$ cat src/rtl/xfr_pkg.sv
package xfr_pkg;
  localparam int WORD_W    = 64;
  localparam int PEND_BIT  = 63;
  localparam int KIND_HI   = 62;
  localparam int KIND_LO   = 61;
  localparam int EN_SEG    = 62;
  localparam int EN_PAGE   = 61;
  localparam logic [1:0] KIND_SEG  = 2'b11;
  localparam logic [1:0] KIND_PAGE = 2'b10;

  typedef enum logic {SEL_STATUS = 1'b0, SEL_ENABLE = 1'b1} reg_sel_e;
endpackage

$ cat src/rtl/xfr_capture.sv
module xfr_capture #(
  parameter int PAGE_W = 23,
  parameter int ID_W   = 11
) (
  input  logic              clk,
  input  logic              rst,
  input  logic              flt_valid,
  input  logic              flt_seg,
  input  logic              flt_rd,
  input  logic [PAGE_W-1:0] flt_page,
  input  logic [ID_W-1:0]   flt_id,
  input  logic              ack,
  output logic              pend_q,
  output logic [1:0]        kind_q,
  output logic              dir_q,
  output logic [PAGE_W-1:0] page_q,
  output logic [ID_W-1:0]   id_q,
  output logic              pend_nxt,
  output logic              seg_nxt
);
  import xfr_pkg::*;

  logic take;

  always_comb begin
    take     = flt_valid && (!pend_q || ack);
    pend_nxt = take ? 1'b1 : (ack ? 1'b0 : pend_q);
    seg_nxt  = take ? flt_seg : kind_q[0];
  end

  always_ff @(posedge clk) begin
    if (rst) begin
      pend_q <= 1'b0;
      kind_q <= 2'b00;
      dir_q  <= 1'b0;
      page_q <= '0;
      id_q   <= '0;
    end else begin
      pend_q <= pend_nxt;
      if (take) begin
        kind_q <= flt_seg ? KIND_SEG : KIND_PAGE;
        dir_q  <= flt_rd;
        page_q <= flt_page;
        id_q   <= flt_id;
      end
    end
  end
endmodule

$ cat src/rtl/xfr_enable.sv
module xfr_enable (
  input  logic       clk,
  input  logic       rst,
  input  logic       wr,
  input  logic [1:0] wbits,
  output logic       en_seg_q,
  output logic       en_pg_q,
  output logic       en_seg_nxt,
  output logic       en_pg_nxt
);
  always_comb begin
    en_seg_nxt = wr ? wbits[1] : en_seg_q;
    en_pg_nxt  = wr ? wbits[0] : en_pg_q;
  end

  always_ff @(posedge clk) begin
    if (rst) begin
      en_seg_q <= 1'b0;
      en_pg_q  <= 1'b0;
    end else begin
      en_seg_q <= en_seg_nxt;
      en_pg_q  <= en_pg_nxt;
    end
  end
endmodule

$ cat src/rtl/xfr_irq.sv
module xfr_irq (
  input  logic clk,
  input  logic rst,
  input  logic pend_nxt,
  input  logic seg_nxt,
  input  logic en_seg_nxt,
  input  logic en_pg_nxt,
  output logic irq_q
);
  logic fire;

  always_comb fire = pend_nxt && (seg_nxt ? en_seg_nxt : en_pg_nxt);

  always_ff @(posedge clk) begin
    if (rst) irq_q <= 1'b0;
    else     irq_q <= fire;
  end
endmodule

$ cat src/rtl/xfr_fault_report.sv
module xfr_fault_report #(
  parameter int PAGE_W = 23,
  parameter int ID_W   = 11
) (
  input  logic              clk,
  input  logic              rst,
  input  logic              flt_valid,
  input  logic              flt_seg,
  input  logic              flt_rd,
  input  logic [PAGE_W-1:0] flt_page,
  input  logic [ID_W-1:0]   flt_id,
  input  logic              reg_wr,
  input  logic              reg_rd,
  input  logic              reg_sel,
  input  logic [63:0]       reg_wdata,
  output logic [63:0]       reg_rdata,
  output logic              irq
);
  import xfr_pkg::*;

  localparam int DIR_POS  = ID_W;
  localparam int PAGE_LSB = ID_W + 1;

  logic              ack;
  logic              en_wr;
  logic              pend_q;
  logic [1:0]        kind_q;
  logic              dir_q;
  logic [PAGE_W-1:0] page_q;
  logic [ID_W-1:0]   id_q;
  logic              pend_nxt;
  logic              seg_nxt;
  logic              en_seg_q;
  logic              en_pg_q;
  logic              en_seg_nxt;
  logic              en_pg_nxt;
  logic [63:0]       stat_word;
  logic [63:0]       en_word;

  always_comb begin
    ack   = reg_wr && (reg_sel == SEL_STATUS) && !reg_wdata[PEND_BIT];
    en_wr = reg_wr && (reg_sel == SEL_ENABLE);
  end

  xfr_capture #(.PAGE_W(PAGE_W), .ID_W(ID_W)) u_cap (
    .clk(clk), .rst(rst),
    .flt_valid(flt_valid), .flt_seg(flt_seg), .flt_rd(flt_rd),
    .flt_page(flt_page), .flt_id(flt_id), .ack(ack),
    .pend_q(pend_q), .kind_q(kind_q), .dir_q(dir_q),
    .page_q(page_q), .id_q(id_q),
    .pend_nxt(pend_nxt), .seg_nxt(seg_nxt)
  );

  xfr_enable u_en (
    .clk(clk), .rst(rst), .wr(en_wr),
    .wbits({reg_wdata[EN_SEG], reg_wdata[EN_PAGE]}),
    .en_seg_q(en_seg_q), .en_pg_q(en_pg_q),
    .en_seg_nxt(en_seg_nxt), .en_pg_nxt(en_pg_nxt)
  );

  xfr_irq u_irq (
    .clk(clk), .rst(rst),
    .pend_nxt(pend_nxt), .seg_nxt(seg_nxt),
    .en_seg_nxt(en_seg_nxt), .en_pg_nxt(en_pg_nxt),
    .irq_q(irq)
  );

  always_comb begin
    stat_word = '0;
    stat_word[PEND_BIT] = pend_q;
    stat_word[KIND_HI:KIND_LO] = kind_q;
    stat_word[PAGE_LSB +: PAGE_W] = page_q;
    stat_word[DIR_POS] = dir_q;
    stat_word[ID_W-1:0] = id_q;
    en_word = '0;
    en_word[EN_SEG]  = en_seg_q;
    en_word[EN_PAGE] = en_pg_q;
  end

  always_ff @(posedge clk) begin
    if (rst)         reg_rdata <= '0;
    else if (reg_rd) reg_rdata <= (reg_sel == SEL_ENABLE) ? en_word : stat_word;
  end
endmodule

$ cat config.mk
export PLATFORM = sky130hd
export DESIGN_NAME = xfr_fault_report
export DESIGN_NICKNAME = d
export VERILOG_FILES = /design/src/rtl/xfr_pkg.sv /design/src/rtl/xfr_capture.sv /design/src/rtl/xfr_enable.sv /design/src/rtl/xfr_irq.sv /design/src/rtl/xfr_fault_report.sv
export SDC_FILE = /design/constraint.sdc
export NUM_CORES = 1
export LEC_CHECK = 0
export BUFFER_PORTS_ARGS = -buffer_cell sky130_fd_sc_hd__buf_2
export CAP_MARGIN = 20
export CORE_ASPECT_RATIO = 1.5
export CORE_MARGIN = 5
export CORE_UTILIZATION = 44
export CTS_CLUSTER_DIAMETER = 30
export DETAILED_ROUTE_END_ITERATION = 10
export GPL_ROUTABILITY_DRIVEN = 0
export PLACE_DENSITY = 0.79
export SYNTH_ARGS = -nofsm -noshare
export SYNTH_HDL_FRONTEND = slang
export SYNTH_SLANG_ARGS = --single-unit
$ cat constraint.sdc
create_clock -name clk -period 1.9 [get_ports clk]
set_input_delay 0.38 -clock clk [delete_from_list [all_inputs] [get_ports clk]]
set_output_delay 0.38 -clock clk [all_outputs]
set_load 0.005 [all_outputs]
==> results of run 1 <==
critical path, stage by stage, from the launching register on:
cell,delay [ns]
dfxtp_1,0.42
a21bo_2,0.68
nand2_1,0.15
a21oi_1,0.20
Yosys cell counts, drive strengths merged:
| cell type | number |
|---|---|
| or3b | 1 |
| clkbuf | 24 |
| nand2b | 36 |
| nor3 | 2 |
| conb | 1 |
| mux2 | 1 |
| buf | 30 |
| mux2i | 5 |
| a21bo | 1 |
| nor2 | 8 |
| nand2 | 71 |
| a21boi | 1 |
| dfxtp | 79 |
| a211oi | 2 |
| nand3b | 36 |
| a21oi | 72 |
final timing paths:
path | endpoint | slack, ns
setup / recovery | u_cap.id_q[4] | 0.37
hold / removal | u_cap.id_q[3] | 0.26
setup reg to reg | u_cap.id_q[4] | 0.37
hold reg to reg | u_cap.id_q[3] | 0.46
area by class of cell:
cell class                      instances  area share, %
Sequential cell                        79           43.0
Multi-Input combinational cell        262           37.4
Timing Repair Buffer                   88           12.6
Clock buffer                           14           4.15
Tap cell                               80           2.72
Clock inverter                          1          0.136
registers in the layout (all words and copies together) (netlist names):
| register | flops |
|---|---|
| reg_rdata | 38 |
| u_cap.kind_q | 2 |
| u_cap.pend_q | 1 |
| u_en.en_pg_q | 1 |
| u_cap.dir_q | 1 |
| u_en.en_seg_q | 1 |
| u_irq.irq_q | 1 |
| u_cap.page_q | 23 |
| u_cap.id_q | 11 |
cell families after synthesis:
group / Yosys count / synth area share (%)
AOI/OAI and AO/OA: 76 / 12.8
buffers and inverters: 54 / 9.60
DFF: 79 / 49.9
muxes: 6 / 1.94
other: 1 / 0.118
and+or+nand+nor: 154 / 25.7
per-stage QoR:
stage / cell area (µm²) / worst slack [ns] / util (%)
CTS: 3680 / 0.327 / 51.6
global route: 3680 / 0.276 / 51.6
detailed placement: 3520 / 0.0760 / 49.4
finish: 3680 / 0.371 / 51.6
floorplan: 3260 / 0.165 / -
global placement: 3520 / 0.102 / 49.4
per-layer routing:
layer	part of all wire (%)	vias to the layer above	track usage, %
met5	0	-	0
met4	2.9	0	10.3
met3	5.3	12	3.08
met2	51	66	25.8
met1	41	1184	19.0
li1	-	1299	-
power groups by stage:
| stage | sequential, W | combinational (W) | clock, W |
|---|---|---|---|
| after floorplan | 0.00179 | 0.000235 | 0 |
| after global placement | 0.00179 | 0.000301 | 0 |
| after detailed placement | 0.00180 | 0.000305 | 0 |
| after CTS | 0.00176 | 0.000307 | 0.00110 |
| after global routing | 0.00177 | 0.000342 | 0.00116 |
| final | 0.00176 | 0.000304 | 0.00106 |
==> reports/results.txt, run 1 <==
Status: finished clean
Site row count: 38
CTS Sinks: 79
IO buf count: 83
Setup tns final: 0 ns
Worst r2r src: u_cap.pend_q
Syn_area_per_cell: 8.56 µm²
Net Sw Frac: 24.5%
Vias in the first global route: 2410
Unrepaired setup endpoints after global routing: no
CTS buffer count: 9
Routed Antenna Nets: 0
Commonest non-fill, non-tap cell in the layout: buf_2
Kind of critical path: register to register
Final hold slack: 0.255 ns
Vias: 2561
Register area share after synthesis: 49.9%
CP arrival: 1.81 ns
Slew HR: 48.9%
Vias per cell: 4.89
Slew @ Worst Pin: 0.766 ns
VDD IR max: 470 µV
Root buffer cell: clkbuf_8
Combinational share of power: 9.7%
Die area: 9030 µm²
Max-slew violations: 0
R2R cell count: 3
Power share of the clock group: 33.9%
Resize count post-CTS: 0
Hold crit path type: primary input to register
P_sw: 0.000765 W
WL/cell: 13.0 µm
Endpoints failing setup: 0
Total wire length: 6.83 mm
CTS tree: yes
Hold path startpoint: flt_id[3]
Gr ovfl total: 0
Layout net count: 546
CP Capture Type: register
First-pass detailed-route iteration total: 4
Clk Latency, worst-skew pair: 0.36 ns
First DRT Iteration DRCs: 131
Post-CTS Hold Fix Bufs: 0
Netlist cell types: 18
Layout cell share with drive strength beyond 1: 23.0%
Postcts setup bufs: 0
Io pins: 171
Post-DP HPWL: 4.31 mm
H-tree depth: 3
Most frequent cells in the layout: buf_2, dfxtp_1, a21oi_1, nand2_1
Mapped Area: 3170 µm²
CP Data Required Time: 2.18 ns
Sequential Power Share: 56.3%
Die width: 79.3 µm
Setup crit start: u_cap.pend_q
CTS Buffer Depth: 2
Area of the multi-input gates: 1380 µm²
Max-Cap Viols: 0
First-pass GRT wire length: 11.2 mm
Largest net degree at the start of global routing: 77
Synth warnings: 0
Fill cells: 687
Initial antenna violation count: 0
CP Max Fanout: 35
Clock Skews: 0.00231 ns
Yosys top cell area share: 49.9%
Fmax: 0.654 GHz
Period minus WS final: 1.53 ns
Yosys reg bits: 79
Power Total: 0.00312 W
Area growth from synthesis to layout: 16.2%
Core area: 7130 µm²
Final Hold Fails: 0
Syn Inst Count: 370
Final worst path period share: 80.5%
Chip height: 114 µm
Reg clk slew, reported paths: 0.07 ns
Placed cells: 509
Cells on Worst Hold Path: 3
Total GRT Usage: 15.9%
Leak: 1.56 nW
Cell Pwr Density: 848 nW/µm²
Starting Density: 44.4%
DRC Markers: 0
Top cells by area, synth: dfxtp_1, a21oi_1, nand3b_1, nand2_1, nand2b_1
CP startpoint kind: register
Sequential standard cell area: 1580 µm²
# diodes: 0
Final Non-Filler Cells: 524
Cell internal pwr: 0.00235 W
Leading area contributor after synthesis: dfxtp_1
No activity file was read; power rests on OpenSTA's default activity.
==> run 2, diff against run 1 <==
- clock period: 1.9 -> 1.6 ns (I/O delays scaled with it)
==> run 2 against run 1 <==
Die area stayed put. First-iteration DRC count is 26% higher. Largest cell class unchanged. Highest routed layer unchanged. Sequential power is 19% higher. Critical path type is now primary input to register.
==> reports/results.txt, run 2 (same netlist as run 1, synthesis figures left out) <==
Setup tns final: 0 ns
Dpl ws: -0.115 ns
Chip height: 114 µm
Die width: 79.3 µm
Cell Pwr Density: 1050 nW/µm²
Clock Skews: 0.00317 ns
Largest regs: reg_rdata: 38 flops, u_cap.page_q: 23 flops, u_cap.id_q: 11 flops
Layout net count: 550
CP Capture Type: register
CP Max Fanout: 3
First-pass GRT wire length: 10.7 mm
Routed Antenna Nets: 0
Hold crit path type: primary input to register
Gr ovfl total: 0
CTS Sinks: 79
Io pins: 171
IO buf count: 83
CTS tree: yes
Clk Latency, worst-skew pair: 0.34 ns
Max-slew violations: 0
Status: finished clean
CTS Buffer Depth: 2
CP arrival: 1.58 ns
Finished Cell Area: 3770 µm²
Setup WS post-layout: 0.248 ns
Root buffer cell: clkbuf_8
Core area: 7130 µm²
Max FFs per register: 38
CP startpoint kind: primary input
Final hold slack: 0.211 ns
First-pass detailed-route iteration total: 4
Vias: 2586
Total wire length: 6.63 mm
Area growth from synthesis to layout: 19.2%
Starting Density: 44.4%
CP Data Required Time: 1.83 ns
Reg2Reg Setup Slack: 0.35 ns
Total GRT Usage: 14.9%
First DRT Iteration DRCs: 165
H-tree depth: 3
Leak: 1.61 nW
Postcts setup bufs: 0
Layout cell share with drive strength beyond 1: 24.5%
Reg clk slew, reported paths: 0.07 ns
Fmax: 0.740 GHz
Post-DP HPWL: 4.33 mm
Post-CTS Hold Fix Bufs: 0
Post-Route Utilization: 52.9%
CTS buffer count: 9
Initial antenna violation count: 0
Period minus WS final: 1.35 ns
Placed cell areas: 3570 µm²
Largest reg by FF count: reg_rdata
Most frequent cells in the layout: buf_2, dfxtp_1, a21oi_1, nand2_1
# diodes: 0
Vias in the first global route: 2387
Die area: 9030 µm²
Largest net degree at the start of global routing: 77
Final Hold Fails: 0
WL/cell: 12.5 µm
Vias per cell: 4.89
Kind of critical path: primary input to register
Endpoints failing setup: 0
Final worst path period share: 84.5%
Resize count post-CTS: 0
DRC Markers: 0
Unrepaired setup endpoints after global routing: no
Commonest non-fill, non-tap cell in the layout: buf_2
Site row count: 38
VDD IR max: 606 µV
Max-Cap Viols: 0
==> run 2: changes by cell type in the layout (fill, tap and decap cells not counted) <==
| cell | change |
|---|---|
| clkinv_2 | +1 |
| buf_4 | +3 |
| clkbuf_1 | -3 |
| bufinv_16 | +1 |
| buf_12 | +1 |
| clkbuf_8 | +2 |
==> run 2: worst max-delay path, cell delays in order <==
cell and delay (ns):
buf_2 0.10, or3b_4 0.41, a21boi_4 0.15, mux2i_1 0.25
mux2_1 0.34
==> run 2: final timing paths <==
| path | from | to | cells past startpoint |
|---|---|---|---|
| setup / recovery | reg_sel | u_irq.irq_q | 5 |
| hold / removal | flt_page[14] | u_cap.page_q[14] | 3 |
| setup reg to reg | u_cap.pend_q | u_irq.irq_q | 3 |
| hold reg to reg | u_cap.page_q[11] | u_cap.page_q[11] | 2 |
==> run 2: area by class of cell <==
class	count	area, µm²
clock buffers	13	169
clock inverters	3	40.0
fillers	674	3360
multi-input cells	262	1380
flip-flops and latches	79	1580
well taps	80	100
repair buffers	92	508
==> run 2: power by group <==
group	internal [W]	switching, W	total, W
Clock	0.000845	0.000673	0.00152
Sequential	0.00205	0.0000398	0.00209
Combinational	0.000166	0.000208	0.000374
Total	0.00306	0.000921	0.00398
==> run 2: metal layers <==
layer,up-vias,wire (µm),track usage [%]
li1,1314,-,-
met1,1188,2760,17.0
met2,75,3370,25.9
met3,9,378,3.87
met4,0,120,6.19
met5,-,0,0
==> run 2: through the flow <==
step                      power, W  std cells
final                      0.00398        529
after global routing       0.00417        529
after CTS                  0.00403        529
after detailed placement   0.00251        513
after global placement     0.00250        513
after floorplan            0.00240        395
